**src/rtl/irq_downcounter.sv**
```systemverilog
module irq_downcounter #(
  parameter int CNT_W = 8,
  parameter int PRE_W = 2
) (
  input  logic             clk,
  input  logic             rst,
  input  logic             wr_latch,
  input  logic             wr_arm,
  input  logic             wr_ack,
  input  logic             wr_en,
  input  logic [CNT_W-1:0] wr_data,
  input  logic             line_pulse,
  input  logic             cpu_ce,
  output logic             irq
);
  logic [CNT_W-1:0] latch_q, count_q;
  logic [PRE_W-1:0] pre_q;
  logic en_q, cyc_mode_q, reload_q, irq_q;

  wire line_tick = line_pulse & ~cyc_mode_q;
  wire cyc_tick  = cpu_ce & cyc_mode_q & (&pre_q);
  wire tick      = line_tick | cyc_tick;
  wire fire      = tick & (count_q == '0) & en_q;
  wire reload    = wr_arm | (reload_q & (wr_latch | wr_ack | wr_en));
  wire [CNT_W-1:0] load_val = wr_latch ? wr_data : latch_q;

  always_ff @(posedge clk) begin
    if (rst) begin
      latch_q    <= '0;
      count_q    <= '0;
      pre_q      <= '0;
      en_q       <= 1'b0;
      cyc_mode_q <= 1'b0;
      reload_q   <= 1'b0;
      irq_q      <= 1'b0;
    end else begin
      if (wr_latch) latch_q <= wr_data;
      if (wr_arm) cyc_mode_q <= wr_data[0];
      if (cpu_ce && cyc_mode_q) pre_q <= pre_q + 1'b1;

      if (reload)    count_q <= load_val;
      else if (tick) count_q <= count_q - 1'b1;

      if (wr_arm)         reload_q <= 1'b1;
      else if (line_tick) reload_q <= fire;

      if (wr_ack)     en_q <= 1'b0;
      else if (wr_en) en_q <= 1'b1;

      if (wr_ack)    irq_q <= 1'b0;
      else if (fire) irq_q <= 1'b1;
    end
  end

  assign irq = irq_q;
endmodule


```
**config.mk**
```make
export PLATFORM = sky130hd
export DESIGN_NAME = irq_downcounter
export DESIGN_NICKNAME = d
export VERILOG_FILES = /design/src/rtl/irq_downcounter.sv
export SDC_FILE = /design/constraint.sdc
export NUM_CORES = 1
export LEC_CHECK = 0
export BUFFER_PORTS_ARGS = -buffer_cell sky130_fd_sc_hd__buf_2
export CAP_MARGIN = 30
export CORE_ASPECT_RATIO = 0.8
export CORE_MARGIN = 5
export CORE_UTILIZATION = 57
export DETAILED_ROUTE_END_ITERATION = 8
export PLACE_DENSITY = 0.81
export SLEW_MARGIN = 20
export SYNTH_ARGS = -nofsm -noshare
export SYNTH_HDL_FRONTEND = slang
export SYNTH_SLANG_ARGS = --single-unit
```
**constraint.sdc**
```tcl
create_clock -name clk -period 2.4 [get_ports clk]
set_input_delay 0.12 -clock clk [delete_from_list [all_inputs] [get_ports clk]]
set_output_delay 0.12 -clock clk [all_outputs]
set_load 0.02 [all_outputs]
```
==> results.cfg, run 1 <==
[die]
start_util_pct = 61.8
io_pins = 17
dieWidth_um = 57.4
die_h_um = 47.9
dieArea_mm2 = 0.00275
rows = 13
core_area_mm2 = 0.00166

[route]
first_pass_iters = 4
drt-total-wl_um = 2030
first_iter_violations = 12
drtAntennaViolNets = 0
wl_per_cell_um = 14.1
num_vias = 789
routed_via_density = 5.48
route.detailed.drc = 0

[global_route]
grt_overflow = 0
grt_max_degree = 19
grt_pass1_wl_um = 3370
antenna_found_initial = 0
grt_pass1_vias = 742
grt_usage_pct = 16.5

[worst_setup_path]
critical_path.max_fanout = 5
r2r_start = count_q[2]
crit_path_end = reload_q
startpoint = count_q[2]
cp.required_ns = 2.64
start_kind = flip-flop
worst_r2r_path_depth = 4
reg2reg_slack_ns = 0.68
path_class = reg -> reg
end_kind = flip-flop
r2r_end = reload_q
cp.arrival_ns = 1.95

[synth]
ys_async_sr_fraction_pct = 0
yosys-top-cells-area = dfxtp_1 43%, mux2i_1 9.8%, xnor2_1 6.0%, a211oi_2 4.9%, nor2_1 4.0%
synth_fp_nets = 124
synthCells = 105
synth_ff_type = dfxtp_1
synth.most_common_cell = dfxtp_1
ys_top_cells_by_count = 22 x dfxtp_1, 11 x nor2_1, 10 x mux2i_1, 7 x xnor2_1, 6 x inv_1
synth_edf_count = 0
yosysWarnings = 0
syn_area_per_cell_um2 = 9.76
syn_area_mm2 = 0.00102
synth.top_cell.area_share_pct = 43.0
synth_seq_area_share_pct = 43.0
yosysTopAreaCell = dfxtp_1
ys_types = 28
ys_ff_latch = 22

[power_and_ir_drop]
ir_drop_uv = 516
p_leak_nw = 0.489
power_density_mw_per_mm2 = 713

[outcome]
outcome = finished, final reports clean

[timing]
final_max_slew_viol_count = 0
min_period_ns = 1.72
grt_setup_unrepaired = false
worstMarginPinSlew_ns = 0.538
final_hold_viol_count = 0
fin_skew_ns = 0.00204
fin_crit_sh_pct = 71.5
setup_tns_ns = 0
max_freq_mhz = 583
slew_headroom_pct = 63.2
setup_violations = 0

[clock_tree]
clock-sinks = 22
postCtsSetupBuffers = 0
clock_latency_ns = 0.31
clk_pin_slew_ns = 0.12
cts_buffer_depth = 2
cts_hold_buf = 1
cts_tree = built
cts-root-buf = clkbuf_4
numCtsBuffers = 3
htreeDepth = 1
post_cts_resized = 0

[place]
place_hpwl_um = 1420
place.port_buffers = 16
place.gp.congestion = 0.872

[cells_and_area]
regArea_um2 = 440
drive_gt1_share_pct = 23.0
fin_nets = 142
post-route-util_pct = 70.7
fill_cells = 136
diodes = 0
area_growth_pct = 14.5
multiInputGateArea_um2 = 533

[min_path]
holdCritPathClass = in -> reg
min_path_cells = 3

[run]
drv_cap = 0
## per-stage QoR
step | hold WS (ns) | power (mW) | instances | worst slack [ns] | instance area [µm²]
5_1_grt | 0.0389 | 0.884 | 144 | 0.629 | 1170
6_report | 0.0523 | 0.837 | 144 | 0.683 | 1170
3_5_place_dp | 0.327 | 0.555 | 139 | 0.818 | 1110
3_3_place_gp | 0.322 | 0.549 | 139 | 0.815 | 1110
2_1_floorplan | 0.199 | 0.520 | 105 | 0.950 | 1020
4_1_cts | 0.0427 | 0.842 | 144 | 0.707 | 1170
## cells by family after synthesis
kind of cell / count (synthesis) / synth area share (%)
adder cells (fa/ha/maj): 3 / 3.66
XOR/XNOR: 8 / 6.84
buffers and inverters: 11 / 5.01
flip-flops: 22 / 43.0
AO/OA/AOI/OAI: 18 / 13.2
AND/OR/NAND/NOR: 32 / 17.5
multiplexers: 11 / 10.9
## layout make-up
cell class	count	area share, %
sequential	22	37.5
timing repair buffer	18	8.32
multi-input combinational	72	45.4
clock buffer	3	1.92
clock inverter	1	2.56
tap	22	2.35
inverter	6	1.92
## critical path: stages (launching register included)
cell and delay, ns:
dfxtp_1 0.37, or4_4 0.57, nor3_1 0.32, mux2i_1 0.15
a21oi_1 0.22
## worst min-delay path by stage
stage                           from    endpoint  slack [ns]
after floorplan               wr_ack        en_q        0.20
after global placement        wr_ack        en_q        0.32
after detailed placement      wr_ack        en_q        0.33
after CTS                 wr_data[0]  cyc_mode_q        0.04
after global routing      wr_data[2]  latch_q[2]        0.04
final                     wr_data[2]  latch_q[2]        0.05
## metal layers
layer	routed length, µm	vias to the layer above	track usage, %
met5	0	-	0
met4	13	0	4.63
met3	94	3	6.74
met2	927	13	26.8
met1	997	373	20.7
li1	-	400	-
## flip-flops by register name, indices dropped and copies added (netlist names)
register,cells
count_q,8
cyc_mode_q,1
en_q,1
irq,1
latch_q,8
pre_q,2
reload_q,1
## report_power, final
part           switching, mW  total [mW]  internal [mW]
registers             0.0186       0.409          0.391
logic                 0.0736       0.143         0.0695
clock network          0.115       0.284          0.169
total                  0.208       0.837          0.629
## layout by cell type (no fill, tap or decap)
master	Yosys	layout
dfxtp_1	22	22
buf_2	2	16
nor2_1	11	11
mux2i_1	10	10
xnor2_1	7	7
inv_1	6	6
a21oi_1	5	5
nand2b_1	5	5
a211oi_2	4	4
nor2b_1	3	3
o21ai_1	3	3
nand2_1	3	3
nor3_1	3	3
ha_1	3	3
clkbuf_4	0	3
or3_1	2	2
a211oi_1	2	2
a2111oi_0	2	2
o22ai_1	2	2
nand3_4	1	1
or4_4	1	1
or4_1	1	1
nand3_1	1	1
nand3b_1	1	1
mux2_2	1	1
xor2_1	1	1
bufinv_16	0	1
dlygate4sd3_1	0	1
buf_4	0	1
(Power assumes the default switching activity.)
==> run 2, diff against run 1 <==
- CORE_UTILIZATION: 57 -> 48
- PLACE_DENSITY: 0.81 -> 0.72
- clock period: 2.4 -> 1.4 ns (I/O delays scaled with it)
==> results.cfg, run 2 (synthesis results as in run 1) <==
[outcome]
outcome = complete, but fails checks
violations = negative setup slack

[worst_setup_path]
critical_path.max_fanout = 3
path_class = reg -> reg
crit_path_end = reload_q
worst_r2r_path_depth = 4
start_kind = flip-flop
cp.arrival_ns = 1.77
cp.required_ns = 1.65
reg2reg_slack_ns = -0.13
r2r_start = count_q[5]
end_kind = flip-flop
r2r_end = reload_q
startpoint = count_q[5]

[cells_and_area]
diodes = 0
post-route-util_pct = 69.9
fin_cells = 169
fill_cells = 158
mostFrequentLayoutCells = 19 x buf_4, 16 x dfxtp_1, 16 x buf_2, 11 x nor2_1, 10 x mux2i_1
fin_nets = 164
regArea_um2 = 448
largest_registers = count_q: 8 flops, latch_q: 8 flops, pre_q: 2 flops
area_growth_pct = 43.5
final_common_cell = buf_4
drive_gt1_share_pct = 46.5
multiInputGateArea_um2 = 633
final_cell_area_mm2 = 0.00147

[power_and_ir_drop]
ir_drop_uv = 1280
power_density_mw_per_mm2 = 1070
p_leak_nw = 0.612
report.power.total_mw = 1.57

[min_path]
holdCritPathClass = in -> reg

[route]
first_pass_iters = 4
num_vias = 868
routed_via_density = 5.14
drt-total-wl_um = 2400
drtAntennaViolNets = 0
route.detailed.drc = 0
wl_per_cell_um = 14.2
first_iter_violations = 7

[global_route]
grt_overflow = 0
grt_pass1_wl_um = 3910
antenna_found_initial = 0
grt_pass1_vias = 859
grt_max_degree = 19
grt_usage_pct = 16.8

[timing]
min_period_ns = 1.53
worstMarginPinSlew_ns = 0.347
setup_tns_ns = -0.420
fin_crit_sh_pct = 109
fin_skew_ns = 0.00503
slew_headroom_pct = 76.9
final_hold_viol_count = 0
setup_violations = 5
grt_setup_unrepaired = true
timing.final.ws_setup_ns = -0.125
final_max_slew_viol_count = 0
max_freq_mhz = 656

[die]
dieWidth_um = 61.7
core_area_mm2 = 0.00210
io_pins = 17
die_h_um = 51.3
rows = 15
start_util_pct = 48.8
dieArea_mm2 = 0.00316

[clock_tree]
clock-sinks = 22
cts_buffer_depth = 2
cts-root-buf = clkbuf_4
numCtsBuffers = 3
clock_latency_ns = 0.31
cts_tree = built
clk_pin_slew_ns = 0.12
htreeDepth = 1

[place]
place.gp.congestion = 0.825
placed_cells_incl_taps = 160
place_hpwl_um = 1710
place.port_buffers = 16
place_area_mm2 = 0.00125

[run]
drv_cap = 0
## run 2: per-layer routing
layer / track usage (%) / part of all wire [%]
met1: 20.8 / 45
met2: 28.0 / 50
met3: 5.81 / 4.0
met4: 3.18 / 0.92
met5: 0 / 0
## run 2: cell type report
type	instances	share of cell area [%]
multi-input combinational	72	43.1
sequential	22	30.5
timing repair buffer	40	18.7
tap	25	2.13
clock inverter	1	2.04
inverter	6	2.04
clock buffer	3	1.53
## run 2: timing repair
| item | 4_1_cts | 5_1_grt |
|---|---|---|
| pin swaps | 2 | 8 |
| gates cloned | 0 | 0 |
| endpoints found under the setup margin | 9 | 9 |
| setup buffers | 2 | 0 |
| hold endpoints to repair | 3 | 1 |
| gates resized for setup | 13 | 17 |
| hold buffers | 2 | 1 |
## run 2: critical path: stages (launching register included)
cell	delay, ns
dfxtp_2	0.34
or4_4	0.57
nor3_2	0.25
mux2i_1	0.13
a21oi_1	0.17
## run 2: power breakdown
group          internal, mW  total [mW]  leakage (nW)  switching, mW
combinational         0.207       0.386         0.401          0.179
sequential            0.672       0.701         0.184         0.0290
clock                 0.290       0.484        0.0279          0.194
total                  1.17        1.57         0.612          0.402
## run 2: how the worst min path moves through the flow
stage          slack [ns]  cells after the start        from    endpoint
2_1_floorplan        0.15                      1      wr_ack        en_q
3_3_place_gp         0.27                      2      wr_ack         irq
3_5_place_dp         0.27                      2      wr_ack         irq
4_1_cts             0.001                      3      wr_arm    reload_q
5_1_grt             0.006                      3  wr_data[2]  latch_q[2]
6_report            0.007                      3  wr_data[2]  latch_q[2]
## run 2: metrics by stage
step	hold slack, ns	worst slack (ns)
floorplan	0.149	-0.0110
global placement	0.268	-0.0528
detailed placement	0.272	-0.0976
CTS	0.00109	-0.0881
global route	0.00563	-0.155
finish	0.00718	-0.125
